### config.mk
export PLATFORM = sky130hd
export DESIGN_NAME = axis_fmt_monitor
export DESIGN_NICKNAME = d
export VERILOG_FILES = /design/src/rtl/axis_fmt_pkg.sv /design/src/rtl/axis_fmt_sof.sv /design/src/rtl/axis_fmt_keepchk.sv /design/src/rtl/axis_fmt_errreg.sv /design/src/rtl/axis_fmt_sbcap.sv /design/src/rtl/axis_fmt_monitor.sv
export SDC_FILE = /design/constraint.sdc
export NUM_CORES = 1
export LEC_CHECK = 0
export BUFFER_PORTS_ARGS = -buffer_cell sky130_fd_sc_hd__buf_2
export CAP_MARGIN = 20
export CELL_PAD_IN_SITES_DETAIL_PLACEMENT = 0
export CELL_PAD_IN_SITES_GLOBAL_PLACEMENT = 1
export CORE_MARGIN = 1
export CORE_UTILIZATION = 30
export DETAILED_ROUTE_END_ITERATION = 6
export PLACE_DENSITY = 0.85
export RECOVER_POWER = 25
export SLEW_MARGIN = 5
export SYNTH_ARGS = -nofsm -noshare
export SYNTH_HDL_FRONTEND = slang
export SYNTH_SLANG_ARGS = --single-unit
### constraint.sdc
create_clock -name clk -period 1.75 [get_ports clk]
set_clock_uncertainty 0.15 [all_clocks]
set_input_delay 0.2625 -clock clk [delete_from_list [all_inputs] [get_ports clk]]
set_output_delay 0.2625 -clock clk [all_outputs]
set_load 0.05 [all_outputs]
### src/rtl/axis_fmt_pkg.sv
// Package: shared cause-bit positions for the AXI-Stream format monitor.
// Assumes: consumers index err_flags with these constants.
package axis_fmt_pkg;
    localparam int CAUSE_W  = 3;
    localparam int C_KEEP   = 0;
    localparam int C_GAP    = 1;
    localparam int C_ZERO   = 2;
    typedef logic [CAUSE_W-1:0] cause_t;
endpackage

### src/rtl/axis_fmt_sof.sv
// Module: tracks which transferred beat opens a packet.
// Assumes: beat is the qualified handshake; reset puts the tracker at a packet start.
module axis_fmt_sof (
    input  logic clk,
    input  logic rst_n,
    input  logic beat,
    input  logic last,
    output logic first
);
    logic first_q;

    // Purpose: next beat is a first beat exactly when the current beat closed a packet.
    always_ff @(posedge clk) begin
        if (!rst_n)
            first_q <= 1'b1;
        else if (beat)
            first_q <= last;
    end

    assign first = first_q;

    p_sof_after_last_r5: assert property (@(posedge clk) disable iff (!rst_n)
        (beat && last) |=> first);
    p_mid_after_body_r5: assert property (@(posedge clk) disable iff (!rst_n)
        (beat && !last) |=> !first);
endmodule

### src/rtl/axis_fmt_keepchk.sv
// Module: classifies one beat's keep pattern into violation causes.
// Assumes: inputs only matter when a beat transfers; output is combinational.
module axis_fmt_keepchk
    import axis_fmt_pkg::*;
#(
    parameter int KEEP_W     = 8,
    parameter bit ALLOW_NULL = 1'b1
) (
    input  logic [KEEP_W-1:0] keep,
    input  logic              last,
    input  logic              first,
    output cause_t            cause
);
    logic is_zero, all_ones, contig, null_ok;
    logic [KEEP_W-1:0] keep_inc;

    // Purpose: derive pattern properties of the keep vector.
    always_comb begin
        keep_inc = keep + 1'b1;
        is_zero  = (keep == '0);
        all_ones = &keep;
        contig   = ((keep & keep_inc) == '0);
    end

    generate
        if (ALLOW_NULL) begin : g_null
            assign null_ok = first & last;
        end else begin : g_no_null
            assign null_ok = 1'b0;
        end
    endgenerate

    // Purpose: map pattern properties and position in packet onto cause bits.
    always_comb begin
        cause         = '0;
        cause[C_ZERO] = is_zero && !null_ok;
        cause[C_KEEP] = !last && !is_zero && !all_ones;
        cause[C_GAP]  = last && !is_zero && !contig;
    end

    // Purpose: each beat maps onto at most one cause.
    always_comb begin
        p_one_cause_r2: assert ($onehot0(cause));
    end
endmodule

### src/rtl/axis_fmt_errreg.sv
// Module: sticky cause register and per-violation pulse.
// Assumes: hit is only non-zero on a transferred beat; set wins over clear.
module axis_fmt_errreg
    import axis_fmt_pkg::*;
(
    input  logic   clk,
    input  logic   rst_n,
    input  cause_t hit,
    input  logic   clr,
    output cause_t flags,
    output logic   pulse
);
    cause_t flags_q;
    logic   pulse_q;

    // Purpose: accumulate causes, clearing on request with new hits kept.
    always_ff @(posedge clk) begin
        if (!rst_n) begin
            flags_q <= '0;
            pulse_q <= 1'b0;
        end else begin
            flags_q <= (clr ? '0 : flags_q) | hit;
            pulse_q <= |hit;
        end
    end

    assign flags = flags_q;
    assign pulse = pulse_q;

    p_sticky_r7: assert property (@(posedge clk) disable iff (!rst_n)
        !clr |=> ((flags & $past(flags)) == $past(flags)));
    p_pulse_flag_r8: assert property (@(posedge clk) disable iff (!rst_n)
        pulse |-> (flags != '0));
endmodule

### src/rtl/axis_fmt_sbcap.sv
// Module: captures sideband fields from the first beat of each packet.
// Assumes: cap is high only on a transferred first beat.
module axis_fmt_sbcap #(
    parameter int USER_W = 8,
    parameter int DEST_W = 4,
    parameter int ID_W   = 4
) (
    input  logic              clk,
    input  logic              rst_n,
    input  logic              cap,
    input  logic [USER_W-1:0] user_i,
    input  logic [DEST_W-1:0] dest_i,
    input  logic [ID_W-1:0]   id_i,
    output logic [USER_W-1:0] user_o,
    output logic [DEST_W-1:0] dest_o,
    output logic [ID_W-1:0]   id_o,
    output logic              valid_o
);
    // Purpose: load fields on capture and strobe valid for one cycle.
    always_ff @(posedge clk) begin
        if (!rst_n) begin
            user_o  <= '0;
            dest_o  <= '0;
            id_o    <= '0;
            valid_o <= 1'b0;
        end else begin
            valid_o <= cap;
            if (cap) begin
                user_o <= user_i;
                dest_o <= dest_i;
                id_o   <= id_i;
            end
        end
    end

    p_hold_r6: assert property (@(posedge clk) disable iff (!rst_n)
        !cap |=> ($stable(user_o) && $stable(dest_o) && $stable(id_o) && !valid_o));
    p_strobe_r6: assert property (@(posedge clk) disable iff (!rst_n)
        cap |=> valid_o);
endmodule

### src/rtl/axis_fmt_monitor.sv
// Module: passive AXI-Stream format monitor (top).
// Assumes: observes the handshake only; never drives ready; DATA_W is a multiple of 8.
module axis_fmt_monitor
    import axis_fmt_pkg::*;
#(
    parameter int DATA_W     = 64,
    parameter int USER_W     = 8,
    parameter int DEST_W     = 4,
    parameter int ID_W       = 4,
    parameter bit ALLOW_NULL = 1'b1
) (
    input  logic                  clk,
    input  logic                  rst_n,
    input  logic                  s_tvalid,
    input  logic                  s_tready,
    input  logic [DATA_W/8-1:0]   s_tkeep,
    input  logic                  s_tlast,
    input  logic [USER_W-1:0]     s_tuser,
    input  logic [DEST_W-1:0]     s_tdest,
    input  logic [ID_W-1:0]       s_tid,
    input  logic                  err_clr,
    output logic [CAUSE_W-1:0]    err_flags,
    output logic                  err_pulse,
    output logic [USER_W-1:0]     sb_user,
    output logic [DEST_W-1:0]     sb_dest,
    output logic [ID_W-1:0]       sb_id,
    output logic                  sb_valid
);
    localparam int KEEP_W = DATA_W / 8;

    logic   beat, first;
    cause_t cause, hit;

    assign beat = s_tvalid & s_tready;
    assign hit  = beat ? cause : '0;

    axis_fmt_sof u_sof (
        .clk   (clk),
        .rst_n (rst_n),
        .beat  (beat),
        .last  (s_tlast),
        .first (first)
    );

    axis_fmt_keepchk #(.KEEP_W(KEEP_W), .ALLOW_NULL(ALLOW_NULL)) u_keep (
        .keep  (s_tkeep),
        .last  (s_tlast),
        .first (first),
        .cause (cause)
    );

    axis_fmt_errreg u_err (
        .clk   (clk),
        .rst_n (rst_n),
        .hit   (hit),
        .clr   (err_clr),
        .flags (err_flags),
        .pulse (err_pulse)
    );

    axis_fmt_sbcap #(.USER_W(USER_W), .DEST_W(DEST_W), .ID_W(ID_W)) u_sb (
        .clk     (clk),
        .rst_n   (rst_n),
        .cap     (beat & first),
        .user_i  (s_tuser),
        .dest_i  (s_tdest),
        .id_i    (s_tid),
        .user_o  (sb_user),
        .dest_o  (sb_dest),
        .id_o    (sb_id),
        .valid_o (sb_valid)
    );

    p_idle_quiet_r1: assert property (@(posedge clk) disable iff (!rst_n)
        !beat |=> (!err_pulse && !sb_valid));
endmodule

## After elaboration in Yosys (flattened, before gate mapping)

Index checks and enable logic that the tools add are counted.

| storage, ports and cells | value |
|---|---|
| logic and storage cells | 29 |
| register bits | 22 |
| output and inout port bits | 21 |
| bits of input ports | 30 |

| operators by class | value |
|---|---|
| bitwise logic cells | 5 |
| $add $sub $neg | 1 |
| reductions and logical operators | 14 |
| mux-type cells | 2 |

Operators with widths:

| kind | count |
|---|---|
| zero test 8 bit | 2 |
| adder 8 x 1 -> 8 bit (second input constant) | 1 |
| AND 8 bit | 1 |
| AND reduction 8 bit | 1 |
| two-way mux 3 bit | 2 |
| logical AND 1 bit | 5 |
| zero test 1 bit | 5 |
| AND 1 bit | 3 |
| bitwise OR 3 bit | 1 |
| OR reduction 3 bit | 1 |

## Depth between registers and ports, before layout

| depth | value |
|---|---|
| depth in word-level cells | 7 |
| depth in mapped cells | 5 |

## By module

From an unflattened synthesis, not the netlist that was laid out.

| unflattened totals | value |
|---|---|
| cell total of the unflattened synthesis | 89 |
| area, all modules | 933.4 um^2 |

Modules (own cells, without submodules):

| module | cells an instance | instances | area an instance (um^2) |
|---|---|---|---|
| axis_fmt_sbcap | 53 | 1 | 643.1 |
| axis_fmt_errreg | 11 | 1 | 130.1 |
| axis_fmt_keepchk | 17 | 1 | 93.8 |
| axis_fmt_sof | 3 | 1 | 33.8 |
| axis_fmt_monitor | 5 | 1 | 32.5 |

## Worst setup path before layout

No wires, ideal clock.

| path | value |
|---|---|
| path type | input-to-reg |
| from | input port s_tkeep[0] |
| to | register u_err.pulse_q, in the netlist u_err.pulse |
| required time | 1480 ps |
| arrival time | 1279 ps |
| buffers on the path | 0 |
| slack | 202 ps |
| setup time | 120 ps |
| stages | 4 |
| path through | or4_4 -> nor2_1 -> a311oi_1 -> o31a_1 |

| between the ends | value |
|---|---|
| longest elaborated chain between the ends | 7 |
| elaborated cells between the ends (all ways) | 15 |
| classes of those cells | add/sub (1); mux (1); bitwise (1); reduce/logical (12) |

Ends and longest elaborated chain:

| item | line | source |
|---|---|---|
| start, declared | axis_fmt_monitor.sv:16 | `input logic [DATA_W/8-1:0] s_tkeep,` |
| adder 8 x 1 -> 8 bit | axis_fmt_keepchk.sv:19 | `keep_inc = keep + 1'b1;` |
| AND 8 bit | axis_fmt_keepchk.sv:22 | `contig = ((keep & keep_inc) == '0);` |
| zero test 8 bit | axis_fmt_keepchk.sv:22 |  |
| zero test 1 bit | axis_fmt_keepchk.sv:38 | `cause[C_GAP] = last && !is_zero && !contig;` |
| logical AND 1 bit | axis_fmt_keepchk.sv:38 |  |
| two-way mux 3 bit (*) | axis_fmt_monitor.sv:35 | `assign hit = beat ? cause : '0;` |
| OR reduction 3 bit (*) | axis_fmt_errreg.sv:23 | `pulse_q <= \|hit;` |
| end signal, assigned | axis_fmt_errreg.sv:23 |  |
| end, declared | axis_fmt_errreg.sv:14 | `logic pulse_q;` |

Every way passes the cells marked *; elsewhere a longest branch is shown, timed or not.
A chain may end at the register's enable or synchronous reset.

## Worst setup path in the final report

| path | value |
|---|---|
| from | register u_sb.valid_o |
| to | output port sb_valid |

RTL lines:

| item | line | source |
|---|---|---|
| start, declared | axis_fmt_sbcap.sv:17 | `output logic valid_o` |
| start signal, assigned | axis_fmt_sbcap.sv:27 | `valid_o <= cap;` |
| end, declared | axis_fmt_monitor.sv:27 | `output logic sb_valid` |

No word-level cell between the ends.

==> results.toml <==
[synthesis]
synth_area_leaders = "dfxtp_1 48%, nand2_1 15%, a21boi_0 13%"
synth_area_um2 = 921
synthFlopType = "dfxtp_1"
syn_area_per_cell_um2 = 8.69
netlist.area_leader.share_pct = 47.8
synth_nets = 136
yosysTopAreaCell = "dfxtp_1"
yosys-top-cells-count = "37 x nand2_1, 22 x dfxtp_1, 16 x a21boi_0"
synth_warnings = 0
synth-async-reset-ratio_pct = 0
synth-edff-count = 0
yosysSeqAreaShare_pct = 47.8
synth-seq-cells = 22
synthMostInstantiatedCell = "nand2_1"
synthCells = 106
synth.distinct_cells = 21

[setup_path]
endpoint_kind = "primary output"
crit_family = "buffers and inverters"
cp_data_arrival_time_ns = 1.07
critPathSlowestCell = "clkbuf_1"
crit_buf_inv = 1
slowest_delay_ns = 0.47
cp-start-kind = "flop"
crit_required_ns = 1.34
timing_worst_setup_path_type = "reg2out"
cp_max_fo = 1
worstPathCellList = "clkbuf_1"

[clock_tree]
post_cts_buffers = 0
cts_root_buffer = "clkbuf_4"
cts_hold_repair.buffers = 0
cts_tree = "yes"
path_clk_slew_ns = 0.11
clockBufferDepth = 2
clk_latency_ns = 0.28
cts.sinks = 22
htreeDepth = 1
post_cts_resized = 0
cts_buffers = 3

[floorplan]
io_pins = 51
num_rows = 19
design.core.area_um2 = 2830
dieHeight_um = 57.4
start_util_pct = 32.6
die_area_um2 = 3300
die_w_um = 57.4

[sta]
fin_crit_sh_pct = 84.7
setup_viol = 0
tightestPinTransition_ns = 0.601
rsz0062_at_grt = "no"
hold_violations = 0
worst_slack_ns = 0.267
finalMaxSlewViolations = 0
fin_crit_ns = 1.48
fmax_mhz = 674
slew_headroom_pct = 60.1
setup_tns_ns = 0

[outcome]
status = "finished, violations left"
violations = "DRC"

[route]
drt-pass1-iter-count = 7
vias = 888
routed_wl_um = 2070
dr.first_iter.drc_count = 27
ant_nets = 0
via_per_inst = 4.75
wl_per_cell_um = 11.0
drcViolationCount = 6

[cells_and_area]
antenna_cells = 0
drive_gt1_share_pct = 37.2
syn_to_final_growth_pct = 32.3
num-nets-final = 188
final_area_um2 = 1220
final_cells = 187

[min_path]
min_path_type = "in2reg"

[grt]
grt_pass1_wl_um = 3630
grt_overflow = 0
antenna_found_initial = 0
gr-usage-all-layers_pct = 13.7
grt_pass1_vias = 882
grt_max_degree = 23

[placement]
post-dp-hpwl_um = 1600
pre_cts_ws_ns = 0.0215
port_buffers = 50
dp_cells = 184
gp_congestion = 0.716
dpl_cell_area_um2 = 1200

[power_and_ir_drop]
ir_drop_v = 0.000245
p_leak_uw = 0.000554
power.density_nw_per_um2 = 779

[flow_run]
cap_viol_max_count = 0
==> path summary, 6_finish.rpt <==
path,from,to,slack (ns),depth (start not counted)
setup reg to reg,u_sof.first,u_sb.dest_o[0],0.34,4
setup / recovery,u_sb.valid_o,sb_valid,0.27,1
hold reg to reg,u_sb.user_o[5],u_sb.user_o[5],0.32,2
hold / removal,s_tuser[1],u_sb.user_o[1],0.05,3
==> layout make-up <==
type                    instances  area (um2)
fillers                       301        1610
repair buffers                 52         262
well taps                      31        38.8
flip-flops and latches         22         440
multi-input cells              79         455
clock buffers                   3        22.5
==> flip-flops by register name, summed over array words and instances (netlist names) <==
name	cells
u_sb.dest_o	4
u_err.pulse	1
u_sb.user_o	8
u_sof.first	1
u_sb.valid_o	1
u_sb.id_o	4
u_err.flags	3
==> cells by family after synthesis <==
logic type | count (synthesis) | synth area share (%)
buffers and inverters | 5 | 2.72
and+or+nand+nor | 56 | 28.5
DFF | 22 | 47.8
AOI/OAI and AO/OA | 23 | 20.9
==> cells in the final DEF, fill, tap and decap left out, drive strengths merged <==
cell	synthesis	routed
or4	2	2
nor3	1	1
nor4	2	2
a311oi	1	1
nor2b	6	6
and2	1	1
o31a	1	1
a2111oi	1	1
nand4	1	1
o21ai	1	1
nor2	1	1
dfxtp	22	22
a21boi	16	16
o21a	3	3
and3	1	1
buf	3	50
nand3	3	3
and2b	1	1
nand2	37	37
clkbuf	2	5
==> metrics by stage <==
| step | total power [uW] | util (%) | hold slack [ns] |
|---|---|---|---|
| floorplan | 678 | - | 0.257 |
| global placement | 746 | 42.4 | 0.296 |
| detailed placement | 751 | 42.4 | 0.305 |
| finish | 949 | 43.1 | 0.0504 |
| CTS | 970 | 43.2 | 0.0415 |
| global route | 1000 | 43.1 | 0.0428 |
==> per-layer routing <==
| metal | share of wire [%] | track usage (%) |
|---|---|---|
| met4 | 0 | 4.18 |
| met3 | 8.8 | 3.40 |
| met2 | 46 | 22.9 |
| met1 | 45 | 17.3 |
| met5 | 0 | 0 |
==> where the power goes <==
| part | internal, uW | leakage (uW) | switching (uW) |
|---|---|---|---|
| Clock | 79.9 | 0.0000138 | 132 |
| Combinational | 66.0 | 0.000360 | 137 |
| Sequential | 523 | 0.000180 | 11.0 |
==> worst reg2reg max path: cells and delay by family, from the launching register on <==
family / cells / cell delay, ns
AO/OA/AOI/OAI: 1 / 0.19
buffers and inverters: 1 / 0.30
flip-flops: 1 / 0.42
AND/OR/NAND/NOR: 2 / 0.27
No activity file was read; power rests on OpenSTA's default activity.
